===== src/rtl/msi_pkg.sv =====
package msi_pkg;
  typedef enum logic [1:0] {
    LN_I = 2'd0,
    LN_S = 2'd1,
    LN_M = 2'd2
  } line_st_e;

  typedef enum logic [1:0] {
    BC_WB  = 2'd0,
    BC_RD  = 2'd1,
    BC_RDX = 2'd2,
    BC_INV = 2'd3
  } bus_cmd_e;

  typedef enum logic [1:0] {
    F_IDLE = 2'd0,
    F_GNT  = 2'd1,
    F_FILL = 2'd2
  } fsm_e;
endpackage


===== src/rtl/msi_line_store.sv =====
module msi_line_store
  import msi_pkg::*;
#(
  parameter int TAG_W  = 6,
  parameter int DATA_W = 16,
  parameter int IDX_W  = 2
) (
  input  logic              clk,
  input  logic              rst_n,
  // lookup port for the processor side
  input  logic [IDX_W-1:0]  a_idx,
  output logic [TAG_W-1:0]  a_tag,
  output line_st_e          a_st,
  output logic [DATA_W-1:0] a_dat,
  // lookup port for the snoop side
  input  logic [IDX_W-1:0]  b_idx,
  output logic [TAG_W-1:0]  b_tag,
  output line_st_e          b_st,
  output logic [DATA_W-1:0] b_dat,
  // full-line write from the processor side
  input  logic              cw_en,
  input  logic [IDX_W-1:0]  cw_idx,
  input  logic [TAG_W-1:0]  cw_tag,
  input  line_st_e          cw_st,
  input  logic [DATA_W-1:0] cw_dat,
  // state-only write from the snoop side
  input  logic              sw_en,
  input  logic [IDX_W-1:0]  sw_idx,
  input  line_st_e          sw_st
);
  localparam int LINES = 1 << IDX_W;

  logic [TAG_W-1:0]  tag_q [LINES];
  line_st_e          st_q  [LINES];
  logic [DATA_W-1:0] dat_q [LINES];

  assign a_tag = tag_q[a_idx];
  assign a_st  = st_q[a_idx];
  assign a_dat = dat_q[a_idx];
  assign b_tag = tag_q[b_idx];
  assign b_st  = st_q[b_idx];
  assign b_dat = dat_q[b_idx];

  // The processor-side write is placed last so it wins on a shared index:
  // it installs new contents, while the snoop concerned the old ones.
  always_ff @(posedge clk) begin
    if (!rst_n) begin
      for (int i = 0; i < LINES; i++) begin
        tag_q[i] <= '0;
        st_q[i]  <= LN_I;
        dat_q[i] <= '0;
      end
    end else begin
      if (sw_en) st_q[sw_idx] <= sw_st;
      if (cw_en) begin
        tag_q[cw_idx] <= cw_tag;
        st_q[cw_idx]  <= cw_st;
        dat_q[cw_idx] <= cw_dat;
      end
    end
  end
endmodule


===== src/rtl/msi_snoop.sv =====
module msi_snoop
  import msi_pkg::*;
#(
  parameter int TAG_W = 6
) (
  input  logic             snp_valid,
  input  logic [1:0]       snp_cmd,
  input  logic [TAG_W-1:0] snp_tag,
  input  logic [TAG_W-1:0] line_tag,
  input  line_st_e         line_st,
  output logic             upd,
  output line_st_e         nst,
  output logic             flush
);
  logic     hit;
  bus_cmd_e cmd;

  assign cmd = bus_cmd_e'(snp_cmd);
  assign hit = snp_valid && (line_st != LN_I) && (line_tag == snp_tag);

  always_comb begin
    upd   = 1'b0;
    nst   = line_st;
    flush = 1'b0;
    if (hit) begin
      unique case (cmd)
        BC_RD: begin
          if (line_st == LN_M) begin
            upd   = 1'b1;
            nst   = LN_S;
            flush = 1'b1;
          end
        end
        BC_RDX, BC_INV: begin
          upd   = 1'b1;
          nst   = LN_I;
          flush = (line_st == LN_M);
        end
        default: ;
      endcase
    end
  end
endmodule


===== src/rtl/msi_snoop_cache.sv =====
module msi_snoop_cache
  import msi_pkg::*;
#(
  parameter int ADDR_W = 8,
  parameter int DATA_W = 16,
  parameter int IDX_W  = 2
) (
  input  logic              clk,
  input  logic              rst_n,
  input  logic              cpu_req_valid,
  output logic              cpu_req_ready,
  input  logic              cpu_req_write,
  input  logic [ADDR_W-1:0] cpu_req_addr,
  input  logic [DATA_W-1:0] cpu_req_wdata,
  output logic              cpu_rsp_valid,
  output logic [DATA_W-1:0] cpu_rsp_rdata,
  output logic              bus_req,
  input  logic              bus_gnt,
  output logic              bus_out_valid,
  output logic [1:0]        bus_out_cmd,
  output logic [ADDR_W-1:0] bus_out_addr,
  output logic [DATA_W-1:0] bus_out_data,
  input  logic              bus_fill_valid,
  input  logic [DATA_W-1:0] bus_fill_data,
  input  logic              snp_valid,
  input  logic [1:0]        snp_cmd,
  input  logic [ADDR_W-1:0] snp_addr,
  output logic              snp_flush_valid,
  output logic [DATA_W-1:0] snp_flush_data
);
  localparam int TAG_W = ADDR_W - IDX_W;

  fsm_e              fsm_q, fsm_d;
  logic              rq_wr_q;
  logic [ADDR_W-1:0] rq_addr_q;
  logic [DATA_W-1:0] rq_wd_q;

  logic              cur_wr;
  logic [ADDR_W-1:0] cur_addr;
  logic [DATA_W-1:0] cur_wd;
  logic [IDX_W-1:0]  cur_idx;
  logic [TAG_W-1:0]  cur_tag;

  logic [TAG_W-1:0]  l_tag, s_tag;
  line_st_e          l_st, s_st;
  logic [DATA_W-1:0] l_dat, s_dat;

  logic              cw_en;
  logic [TAG_W-1:0]  cw_tag;
  line_st_e          cw_st;
  logic [DATA_W-1:0] cw_dat;

  logic              s_upd, s_flush;
  line_st_e          s_nst;

  logic              accept, tag_hit, victim_dirty, grant_ok;
  logic              rsp_set;
  logic [DATA_W-1:0] rsp_dat_d;
  bus_cmd_e          out_cmd;

  // While idle the lookup follows the incoming request; afterwards the latched one.
  assign cur_wr   = (fsm_q == F_IDLE) ? cpu_req_write : rq_wr_q;
  assign cur_addr = (fsm_q == F_IDLE) ? cpu_req_addr  : rq_addr_q;
  assign cur_wd   = (fsm_q == F_IDLE) ? cpu_req_wdata : rq_wd_q;
  assign cur_idx  = cur_addr[IDX_W-1:0];
  assign cur_tag  = cur_addr[ADDR_W-1:IDX_W];

  msi_line_store #(.TAG_W(TAG_W), .DATA_W(DATA_W), .IDX_W(IDX_W)) u_store (
    .clk    (clk),
    .rst_n  (rst_n),
    .a_idx  (cur_idx),
    .a_tag  (l_tag),
    .a_st   (l_st),
    .a_dat  (l_dat),
    .b_idx  (snp_addr[IDX_W-1:0]),
    .b_tag  (s_tag),
    .b_st   (s_st),
    .b_dat  (s_dat),
    .cw_en  (cw_en),
    .cw_idx (cur_idx),
    .cw_tag (cw_tag),
    .cw_st  (cw_st),
    .cw_dat (cw_dat),
    .sw_en  (s_upd),
    .sw_idx (snp_addr[IDX_W-1:0]),
    .sw_st  (s_nst)
  );

  msi_snoop #(.TAG_W(TAG_W)) u_snoop (
    .snp_valid (snp_valid),
    .snp_cmd   (snp_cmd),
    .snp_tag   (snp_addr[ADDR_W-1:IDX_W]),
    .line_tag  (s_tag),
    .line_st   (s_st),
    .upd       (s_upd),
    .nst       (s_nst),
    .flush     (s_flush)
  );

  // Snoops win: they block acceptance and defer use of a grant.
  assign cpu_req_ready = (fsm_q == F_IDLE) && !snp_valid;
  assign accept        = cpu_req_valid && cpu_req_ready;
  assign bus_req       = (fsm_q == F_GNT);
  assign grant_ok      = (fsm_q == F_GNT) && bus_gnt && !snp_valid;
  assign tag_hit       = (l_st != LN_I) && (l_tag == cur_tag);
  assign victim_dirty  = (l_st == LN_M) && (l_tag != cur_tag);
  assign bus_out_cmd   = out_cmd;

  always_comb begin
    fsm_d         = fsm_q;
    bus_out_valid = 1'b0;
    out_cmd       = BC_RD;
    bus_out_addr  = cur_addr;
    bus_out_data  = l_dat;
    cw_en         = 1'b0;
    cw_tag        = cur_tag;
    cw_st         = l_st;
    cw_dat        = l_dat;
    rsp_set       = 1'b0;
    rsp_dat_d     = l_dat;
    unique case (fsm_q)
      F_IDLE: begin
        if (accept) begin
          if (tag_hit && !cur_wr) begin
            rsp_set = 1'b1;
          end else if (tag_hit && cur_wr && (l_st == LN_M)) begin
            cw_en     = 1'b1;
            cw_st     = LN_M;
            cw_dat    = cur_wd;
            rsp_set   = 1'b1;
            rsp_dat_d = cur_wd;
          end else begin
            fsm_d = F_GNT;
          end
        end
      end
      F_GNT: begin
        if (grant_ok) begin
          bus_out_valid = 1'b1;
          // The command is chosen from the line state seen in the grant cycle.
          if (victim_dirty) begin
            out_cmd      = BC_WB;
            bus_out_addr = {l_tag, cur_idx};
            cw_en        = 1'b1;
            cw_tag       = l_tag;
            cw_st        = LN_I;
          end else if (cur_wr && tag_hit) begin
            out_cmd   = BC_INV;
            cw_en     = 1'b1;
            cw_st     = LN_M;
            cw_dat    = cur_wd;
            rsp_set   = 1'b1;
            rsp_dat_d = cur_wd;
            fsm_d     = F_IDLE;
          end else begin
            out_cmd = cur_wr ? BC_RDX : BC_RD;
            fsm_d   = F_FILL;
          end
        end
      end
      F_FILL: begin
        if (bus_fill_valid) begin
          cw_en     = 1'b1;
          cw_st     = cur_wr ? LN_M : LN_S;
          cw_dat    = cur_wr ? cur_wd : bus_fill_data;
          rsp_set   = 1'b1;
          rsp_dat_d = cw_dat;
          fsm_d     = F_IDLE;
        end
      end
      default: fsm_d = F_IDLE;
    endcase
  end

  always_ff @(posedge clk) begin
    if (!rst_n) begin
      fsm_q           <= F_IDLE;
      rq_wr_q         <= 1'b0;
      rq_addr_q       <= '0;
      rq_wd_q         <= '0;
      cpu_rsp_valid   <= 1'b0;
      cpu_rsp_rdata   <= '0;
      snp_flush_valid <= 1'b0;
      snp_flush_data  <= '0;
    end else begin
      fsm_q <= fsm_d;
      if (accept) begin
        rq_wr_q   <= cpu_req_write;
        rq_addr_q <= cpu_req_addr;
        rq_wd_q   <= cpu_req_wdata;
      end
      cpu_rsp_valid   <= rsp_set;
      if (rsp_set) cpu_rsp_rdata <= rsp_dat_d;
      snp_flush_valid <= s_flush;
      if (s_flush) snp_flush_data <= s_dat;
    end
  end
endmodule


===== config.mk =====
export PLATFORM = sky130hd
export DESIGN_NAME = msi_snoop_cache
export DESIGN_NICKNAME = d
export VERILOG_FILES = /design/src/rtl/msi_pkg.sv /design/src/rtl/msi_line_store.sv /design/src/rtl/msi_snoop.sv /design/src/rtl/msi_snoop_cache.sv
export SDC_FILE = /design/constraint.sdc
export NUM_CORES = 1
export LEC_CHECK = 0
export BUFFER_PORTS_ARGS = -buffer_cell sky130_fd_sc_hd__buf_4
export CAP_MARGIN = 10
export CORE_MARGIN = 3
export CORE_UTILIZATION = 60
export CTS_BUF_LIST = sky130_fd_sc_hd__clkbuf_8
export DETAILED_ROUTE_END_ITERATION = 8
export HOLD_SLACK_MARGIN = 0.12
export PLACE_DENSITY = 0.84
export RECOVER_POWER = 100
export SKIP_LAST_GASP = 1
export SYNTH_ARGS = -nofsm -noshare
export SYNTH_HDL_FRONTEND = slang
export SYNTH_SLANG_ARGS = --single-unit
export TNS_END_PERCENT = 10

===== constraint.sdc =====
create_clock -name clk -period 5.38 [get_ports clk]
set_input_delay 0 -clock clk [delete_from_list [all_inputs] [get_ports clk]]
set_output_delay 0 -clock clk [all_outputs]
set_load 0.01 [all_outputs]

# == After elaboration in Yosys (flattened, before gate mapping) ==
# Memory sizes are Yosys's and may differ from the RTL's. A register that Yosys moved wholly into a read port is not among the register bits.
# Cells that the tools add are included.
# classes
eq_ne,16
n_mux,81
n_reduce_logical,23
# op_table
cell,n
$mux 16,10
$mux 2,27
$pmux 16 s3,1
$mux 8,4
$mux 1,28
$mux 6,4
$reduce_or 16->1,1
$eq 6x6->1,2
$pmux 2 s3,2
$logic_and 1x1->1,11
$eq 2x2->1 const B,5
$ne 2x2->1 const B,5
$ne 6x6->1,1
$pmux 1 s3,2
$reduce_and 6->1,1
$reduce_or 2->1,3
$reduce_or 6->1,1
$eq 2x1->1 const B,2
$pmux 1 s2,2
$pmux 2 s2,1
$reduce_bool 2->1,2
$logic_not 1->1,3
$logic_not 2->1,1
$ne 2x1->1 const B,1
# totals
reg_bits,45
ram_bits,96
in_bits,57
output_inout_bits,63
word_cells,130
memories,3
# mem_list
name,depth,word_bits,read_ports,rd_ports_with_merged_regs,wr,line,text
u_store.dat_q,4,16,2,1,4,msi_line_store.sv:35,logic [DATA_W-1:0] dat_q [LINES];
u_store.tag_q,4,6,2,0,4,msi_line_store.sv:33,logic [TAG_W-1:0] tag_q [LINES];
u_store.st_q,4,2,2,0,4,msi_line_store.sv:34,line_st_e st_q [LINES];

# == Depth between registers and ports, before layout ==
# Gate-level depths: netlist (run 1).
# An unclocked memory read counts as a cell.
# depth
depth_word,16
ltp_mapped,13
ltp_nobuf,10

# == Hierarchy ==
# Synthesis (run 1) repeated with hierarchy kept, for this count alone.
# hier_totals
cells_unflattened,861
hier_area_um2,9176.3
# modules_own_cells
module,n_inst,cells_per_inst,area_each_um2,seq_area_each_um2
msi_line_store,1,295,4936.0,2882.8
msi_snoop_cache,1,550,4111.4,1221.2
msi_snoop,1,16,128.9,0.0

# == Worst setup path after synthesis (run 1) ==
# Ideal clock, no wire load.
# synth_path
path_kind,register to register
startpoint,register fsm_q[0]
endpoint,"memory u_store.dat_q[0][0], enable pin"
setup_ns,0.379
arrival_ns,3.484
required_ns,5.001
path_slack_ns,1.517
stages_incl_launch_ff,13
n_path_buf,3
synth_period_minus_slack_ns,3.863
cell_sequence,dfxtp_1 > buf_4 > nor2_4 > mux2_2 > and3_1 > or4_4 > nor4_4 > o21a_1 > buf_6 > mux2i_4 > o2111ai_4 > buf_6 > nand2_1
# synth_lines
item,line,text
start: declaration,msi_snoop_cache.sv:33,"fsm_e fsm_q, fsm_d;"
start signal: assignment,msi_snoop_cache.sv:186,fsm_q <= fsm_d;
end: declaration,msi_line_store.sv:35,

==> results of run 1 <==
==> power by group <==
group          internal (mW)  total (mW)  switching [mW]
Combinational          0.223       0.566           0.343
Sequential              1.31        1.34          0.0267
Clock                  0.390       0.902           0.512
==> how the worst min path moves through the flow <==
stage,cells after the start,start,to
floorplan,1,snp_valid,cpu_req_ready
global placement,3,cpu_req_addr[6],rq_addr_q[6]$_SDFFE_PN0P_
detailed placement,3,cpu_req_addr[6],rq_addr_q[6]$_SDFFE_PN0P_
CTS,3,snp_addr[0],u_store.st_q[1][0]$_DFFE_PP_
global route,3,snp_addr[0],u_store.st_q[1][0]$_DFFE_PP_
finish,3,snp_addr[0],u_store.st_q[1][0]$_DFFE_PP_
==> through the flow <==
stage	std cells	utilization	worst slack (ps)
2_1_floorplan	890	-	1520
3_3_place_gp	1149	0.680	1210
3_5_place_dp	1149	0.680	989
4_1_cts	1233	0.743	970
5_1_grt	1234	0.725	291
6_report	1234	0.725	699
==> final cells by class <==
| class | instances | area (sq um) | area share |
|---|---|---|---|
| Sequential cell | 157 | 4100 | 0.388 |
| Tap cell | 184 | 230 | 0.0218 |
| Multi-Input combinational cell | 650 | 4400 | 0.416 |
| Timing Repair Buffer | 191 | 1360 | 0.128 |
| Clock inverter | 15 | 168 | 0.0159 |
| Inverter | 20 | 77.6 | 0.00734 |
| Clock buffer | 17 | 234 | 0.0221 |
==> critical path, stage by stage, from the launching register on <==
cell and delay, ps:
dfxtp_1 420, nor3b_1 620, nor2_4 100, inv_4 240, mux2i_1 340, xor2_1 120
nor4_1 530, o21a_1 390, mux2i_4 440, o211ai_4 300, nand2_1 370, clkbuf_2 440
==> synthesized netlist by cell type, types with 3 or more instances <==
cell type	instances
clkbuf_1	39
o211ai_1	13
mux2i_1	79
o21ai_0	32
dfxtp_1	61
o21ai_1	4
mux2_2	5
inv_1	18
nor4_1	3
o211a_1	6
a31oi_1	12
edfxtp_1	96
buf_4	5
xnor2_1	4
and3_1	7
nand3_1	32
buf_6	7
buf_1	6
buf_2	6
mux4_2	37
o21a_1	6
and2_1	4
nor2b_1	19
a21boi_0	26
a21oi_1	29
a211oi_1	3
nor2_1	138
nand2b_1	13
nand2_1	135
xor2_1	7
==> state kept, by name (all words and copies together) (netlist names) <==
name,flops
cpu_rsp_rdata,16
cpu_rsp_valid,1
fsm_q,2
rq_addr_q,8
rq_wd_q,16
rq_wr_q,1
snp_flush_data,16
snp_flush_valid,1
u_store.dat_q,64
u_store.st_q,8
u_store.tag_q,24
==> per-layer routing <==
layer  up-vias  share of wire  track usage
met1      3609           0.39        0.435
met4         0          0.022       0.0880
met5         -              0            0
met2       560           0.45        0.448
li1       3472              -            -
met3        46           0.14       0.0825
==> cells by family (layout without fill, tap and decap cells) <==
kind of cell,count (synthesis),after routing,synth area share
AO/OA/AOI/OAI,149,149,0.115
multiplexers,123,123,0.192
buffers and inverters,83,243,0.0438
AND/OR/NAND/NOR,367,367,0.181
flip-flops,157,157,0.458
XOR/XNOR,11,11,0.0108
==> impl_results.md, run 1 <==
- Post-synth top area cell: edfxtp_1
- Status: finished, final reports clean
- Syn_nets: ~950
- GRT Residual Overflow: 0
- CP endpoint kind: register
- Synth Register Bits: approximately 160
- Top-area cell type share of the netlist area: 0.322
- Setup Skew: between 15 and 20 ps
- Routed WL: 24.6 mm
- # DRC: 0
- Top post-synthesis cells by area: edfxtp_1, dfxtp_1, mux4_2
- R2r worst-path depth: 11
- Power Dens Cells: about 270 nW/um^2
- Worst-margin pin slew: between 1000 and 1500 ps
- Fin nets: 1,094
- Most frequent cells in the layout: nor2_1, nand2_1, edfxtp_1
- FF-to-FF Start: fsm_q[0]$_SDFFE_PN0P_
- DP Area: approximately 9900 sq um
- Setup CP Type: reg -> reg
- H-tree depth: 4
- Cell row count: 44
- CTS root buffer: clkbuf_8
- Fin area: between 10,000 and 15,000 sq um
- Tcrit/Tclk final: 0.870
- Die Y: 128 um
- GRT Util Overall: 0.301
- P&R area growth vs syn: 18.0%
- Max-Cap Viols: 0
- Cts bufs inserted: 17
- Leak Pwr: 4.32 nW
- Fin Setup TNS: 0 ps
- Post-CTS Resized: 0
- Crit path arrival time: between 4000 and 5000 ps
- I/O Pins: between 100 and 150
- Maximum vdd drop: between 0.2 and 0.25 mV
- Hold Path Class: in -> reg
- R2r setup slk: between 600 and 700 ps
- Pre-antenna DRT Iters: 5
- Die width: roughly 130 um
- CTS clk-pin slew, worst paths: ~100 ps
- ANT nets after route: 0
- Clock tree buffer depth: 2
- GPL Wtd Cong: 0.921
- First-pass GRT wire length: between 30 and 40 mm
- Worst slew margin: 0.223
- Ys flop type: edfxtp_1
- Fin. max-slew vios: 0
- Initial antenna violation count: 0
- Layout cells sized above 1: 0.157
- Final total power: roughly 2.8 mW
- Setup Fix Bufs, Post-CTS: 0
- Critical Path End: u_store.dat_q[2][5]$_SDFFCE_PN0P_
- Most common cell after layout, fill and taps aside: nor2_1
- Post-Syn Area per Cell: roughly 10 sq um
- Fmax achieved: roughly 210 MHz
- TritonCTS clock tree: yes
- ANT cells: 0
- WHS: approximately 150 ps
- Largest net degree at the start of global routing: between 70 and 80
- Hold-fix buffers at CTS: 52
- Final Setup Violations: 0
- CP required: between 5000 and 6000 ps
- Initial core utilization: 0.614
- Worst setup startpoint: fsm_q[0]$_SDFFE_PN0P_
- DP HPWL: between 15 and 20 mm
- DR vias/cell: roughly 6.2
- Sequential element share of the synthesized area: 0.458
- Sink Count: 157
- Unrepaired setup endpoints after global routing: false
- Port bufs: 119
- Synth async-reset ratio: 0
- Yosys warning count: 0
- Netlist cell types: 60
- Startpoint types: register
- CORE AREA: between 10,000 and 15,000 sq um
- Synthesized area: between 8000 and 9000 sq um
- Vias in the first global route: between 7k and 8k
- Die ar.: around 16,000 sq um
- Final hold vios: 0
- Fin crit period: between 4000 and 5000 ps
- Cells after Synth: 890
- Wirelength per Cell: around 20 um
- Post-synth EDFFs: 96
- Detailed Route Iter0 Violations: 1,092
- Worst-Skew Late Latency: 470 ps
- FF-to-FF End: u_store.dat_q[2][5]$_SDFFCE_PN0P_
- Fillcell total: 1,047
- Worst-path fanout max: 25
- Vias: 7,687
Note: power is estimated with default switching activity, not from simulation.
==> run 2: changes to the inputs <==
--- a/config.mk
+++ b/config.mk
@@ -12,7 +12,7 @@
 export CTS_BUF_LIST = sky130_fd_sc_hd__clkbuf_8
 export DETAILED_ROUTE_END_ITERATION = 8
 export HOLD_SLACK_MARGIN = 0.12
-export PLACE_DENSITY = 0.84
+export PLACE_DENSITY = 0.87
 export RECOVER_POWER = 100
 export SKIP_LAST_GASP = 1
 export SYNTH_ARGS = -nofsm -noshare
==> constraint.sdc (replaced) <==
create_clock -name clk -period 4.89 [get_ports clk]
set_input_delay 0 -clock clk [delete_from_list [all_inputs] [get_ports clk]]
set_output_delay 0 -clock clk [all_outputs]
set_load 0.01 [all_outputs]
==> run 2 against run 1 <==
  * Wire length rose by 2.5%
  * Fmax rose by 4.9%
  * Clock power up 7.3%
  * Flip-flop and latch count stayed put
  * Power rose by 9.3%
  * Sequential share of layout area about the same
  * Largest cell class unchanged
  * Largest power group unchanged
  * Highest routed layer unchanged
==> impl_results.md, run 2 (same netlist as run 1, synthesis figures left out) <==
- Status: finished, final reports clean
- Sw Ratio: 0.312
- Most frequent cells in the layout: nor2_1, nand2_1, edfxtp_1
- Fillcell total: between 1k and 1.5k
- CTS clk-pin slew, worst paths: roughly 100 ps
- Leak Pwr: around 4.3 nW
- Port bufs: 119
- DP HPWL: 16.9 mm
- Final total power: just over 3 mW
- ANT cells: 0
- Sequential power share: 0.480
- Initial antenna violation count: 0
- Clock tree buffer depth: 2
- Power Dens Cells: 291 nW/um^2
- Die Y: ~130 um
- Most common cell after layout, fill and taps aside: nor2_1
- # DRC: 0
- R2r setup slk: ~430 ps
- Cts bufs inserted: 17
- Hold Path Class: in -> reg
- WHS: between 100 and 150 ps
- Setup Fix Bufs, Post-CTS: 0
- Vias in the first global route: 7,426
- TritonCTS clock tree: yes
- Fin area: 10,600 sq um
- Worst-path fanout max: 19
- Wirelength per Cell: approximately 20 um
- Clock share of power: 0.315
- I/O Pins: 120
- Final hold vios: 0
- DP Area: around 10000 sq um
- Fin. max-slew vios: 0
- Routed WL: about 25 mm
- Cell row count: 44
- Maximum vdd drop: 0.285 mV
- Final Setup Violations: 0
- Largest net degree at the start of global routing: 76
- Startpoint types: register
- NetSw: between 0.9 and 1 mW
- H-tree depth: 4
- Worst-Skew Late Latency: approximately 460 ps
- Worst slew margin: 0.152
- Worst-margin pin slew: 1270 ps
- Tcrit/Tclk final: 0.913
- DR vias/cell: between 6 and 7
- GPL Wtd Cong: ~0.95
- Initial core utilization: 0.614
- CP required: roughly 5000 ps
- Layout Utilization: 0.724
- Largest registers: u_store.dat_q: 64 flops, u_store.tag_q: 24 flops
- GRT Util Overall: 0.310
- GRT Residual Overflow: 0
- Sink Count: around 160
- Die ar.: between 15,000 and 20,000 sq um
- Die width: 128 um
- Fmax achieved: around 220 MHz
- CP endpoint kind: register
- Layout cells sized above 1: 0.162
- Vias: 7,781
- Detailed Route Iter0 Violations: 1,152
- First-pass GRT wire length: around 39 mm
- Setup CP Type: reg -> reg
- Fin nets: 1,093
- Reg area: between 4000 and 5000 sq um
- CORE AREA: between 10,000 and 15,000 sq um
- Setup Skew: 11.4 ps
- Fin crit period: 4460 ps
- Internal: around 2.1 mW
- Area of the multi-input gates: between 4000 and 5000 sq um
- Unrepaired setup endpoints after global routing: false
- Max-Cap Viols: 0
- CTS root buffer: clkbuf_8
- Logic pwr share: 0.204
- P&R area growth vs syn: 17.9%
- Reg with most FFs: u_store.dat_q
- Crit path arrival time: around 4600 ps
- ANT nets after route: 0
- Pre-antenna DRT Iters: 6
- Fin Setup TNS: 0 ps
- Number of flip-flops in the largest register: 64
==> run 2: final cells by class <==
cell class / count / share of cell area
Timing Repair Buffer: 190 / 0.127
Clock inverter: 15 / 0.0147
Inverter: 20 / 0.00735
Sequential cell: 157 / 0.389
Multi-Input combinational cell: 650 / 0.418
Clock buffer: 17 / 0.0222
Tap cell: 184 / 0.0218
==> run 2: power groups by stage <==
stage               sequential [mW]  clock, mW  combinational (mW)
CTS                            1.47      0.970               0.634
floorplan                      1.49          0               0.388
global route                   1.48       1.02               0.674
finish                         1.47      0.968               0.627
global placement               1.50          0               0.589
detailed placement             1.50          0               0.599
==> run 2: metrics by stage <==
stage               cells  worst slack (ps)
detailed placement   1150               382
CTS                  1233               333
finish               1233               426
floorplan             890              1030
global route         1233              25.0
global placement     1150               565
==> run 2: what timing repair did <==
item,4_1_cts,5_1_grt
hold buffers,51,0
hold endpoints to repair,26,0
endpoints found under the setup margin,0,11
gates resized for setup,0,1
==> run 2: routing by layer <==
layer,vias up,track usage,routed length [um]
met5,-,0,0
met4,0,0.115,736
met3,68,0.0796,3250
met2,563,0.473,11600
met1,3680,0.429,9600
li1,3470,-,-
==> run 2: critical path, cell delays in order (launching register included) <==
cell	delay, ps
dfxtp_1	420
nor3b_2	400
nor2_4	90
inv_4	220
mux2i_1	320
xor2_1	120
nor4_1	580
o21a_1	410
mux2i_4	470
o211ai_1	220
nand2_1	490
clkbuf_4	390
==> run 2: final timing paths <==
check,start,cells past startpoint,end
worst min register to register,snp_flush_data[6]$_SDFFE_PN0P_,2,snp_flush_data[6]$_SDFFE_PN0P_
worst min-delay path,rst_n,3,cpu_rsp_rdata[8]$_SDFFE_PN0P_
worst max-delay path,fsm_q[0]$_SDFFE_PN0P_,11,u_store.tag_q[3][2]$_DFFE_PP_
worst max register to register,fsm_q[0]$_SDFFE_PN0P_,11,u_store.tag_q[3][2]$_DFFE_PP_
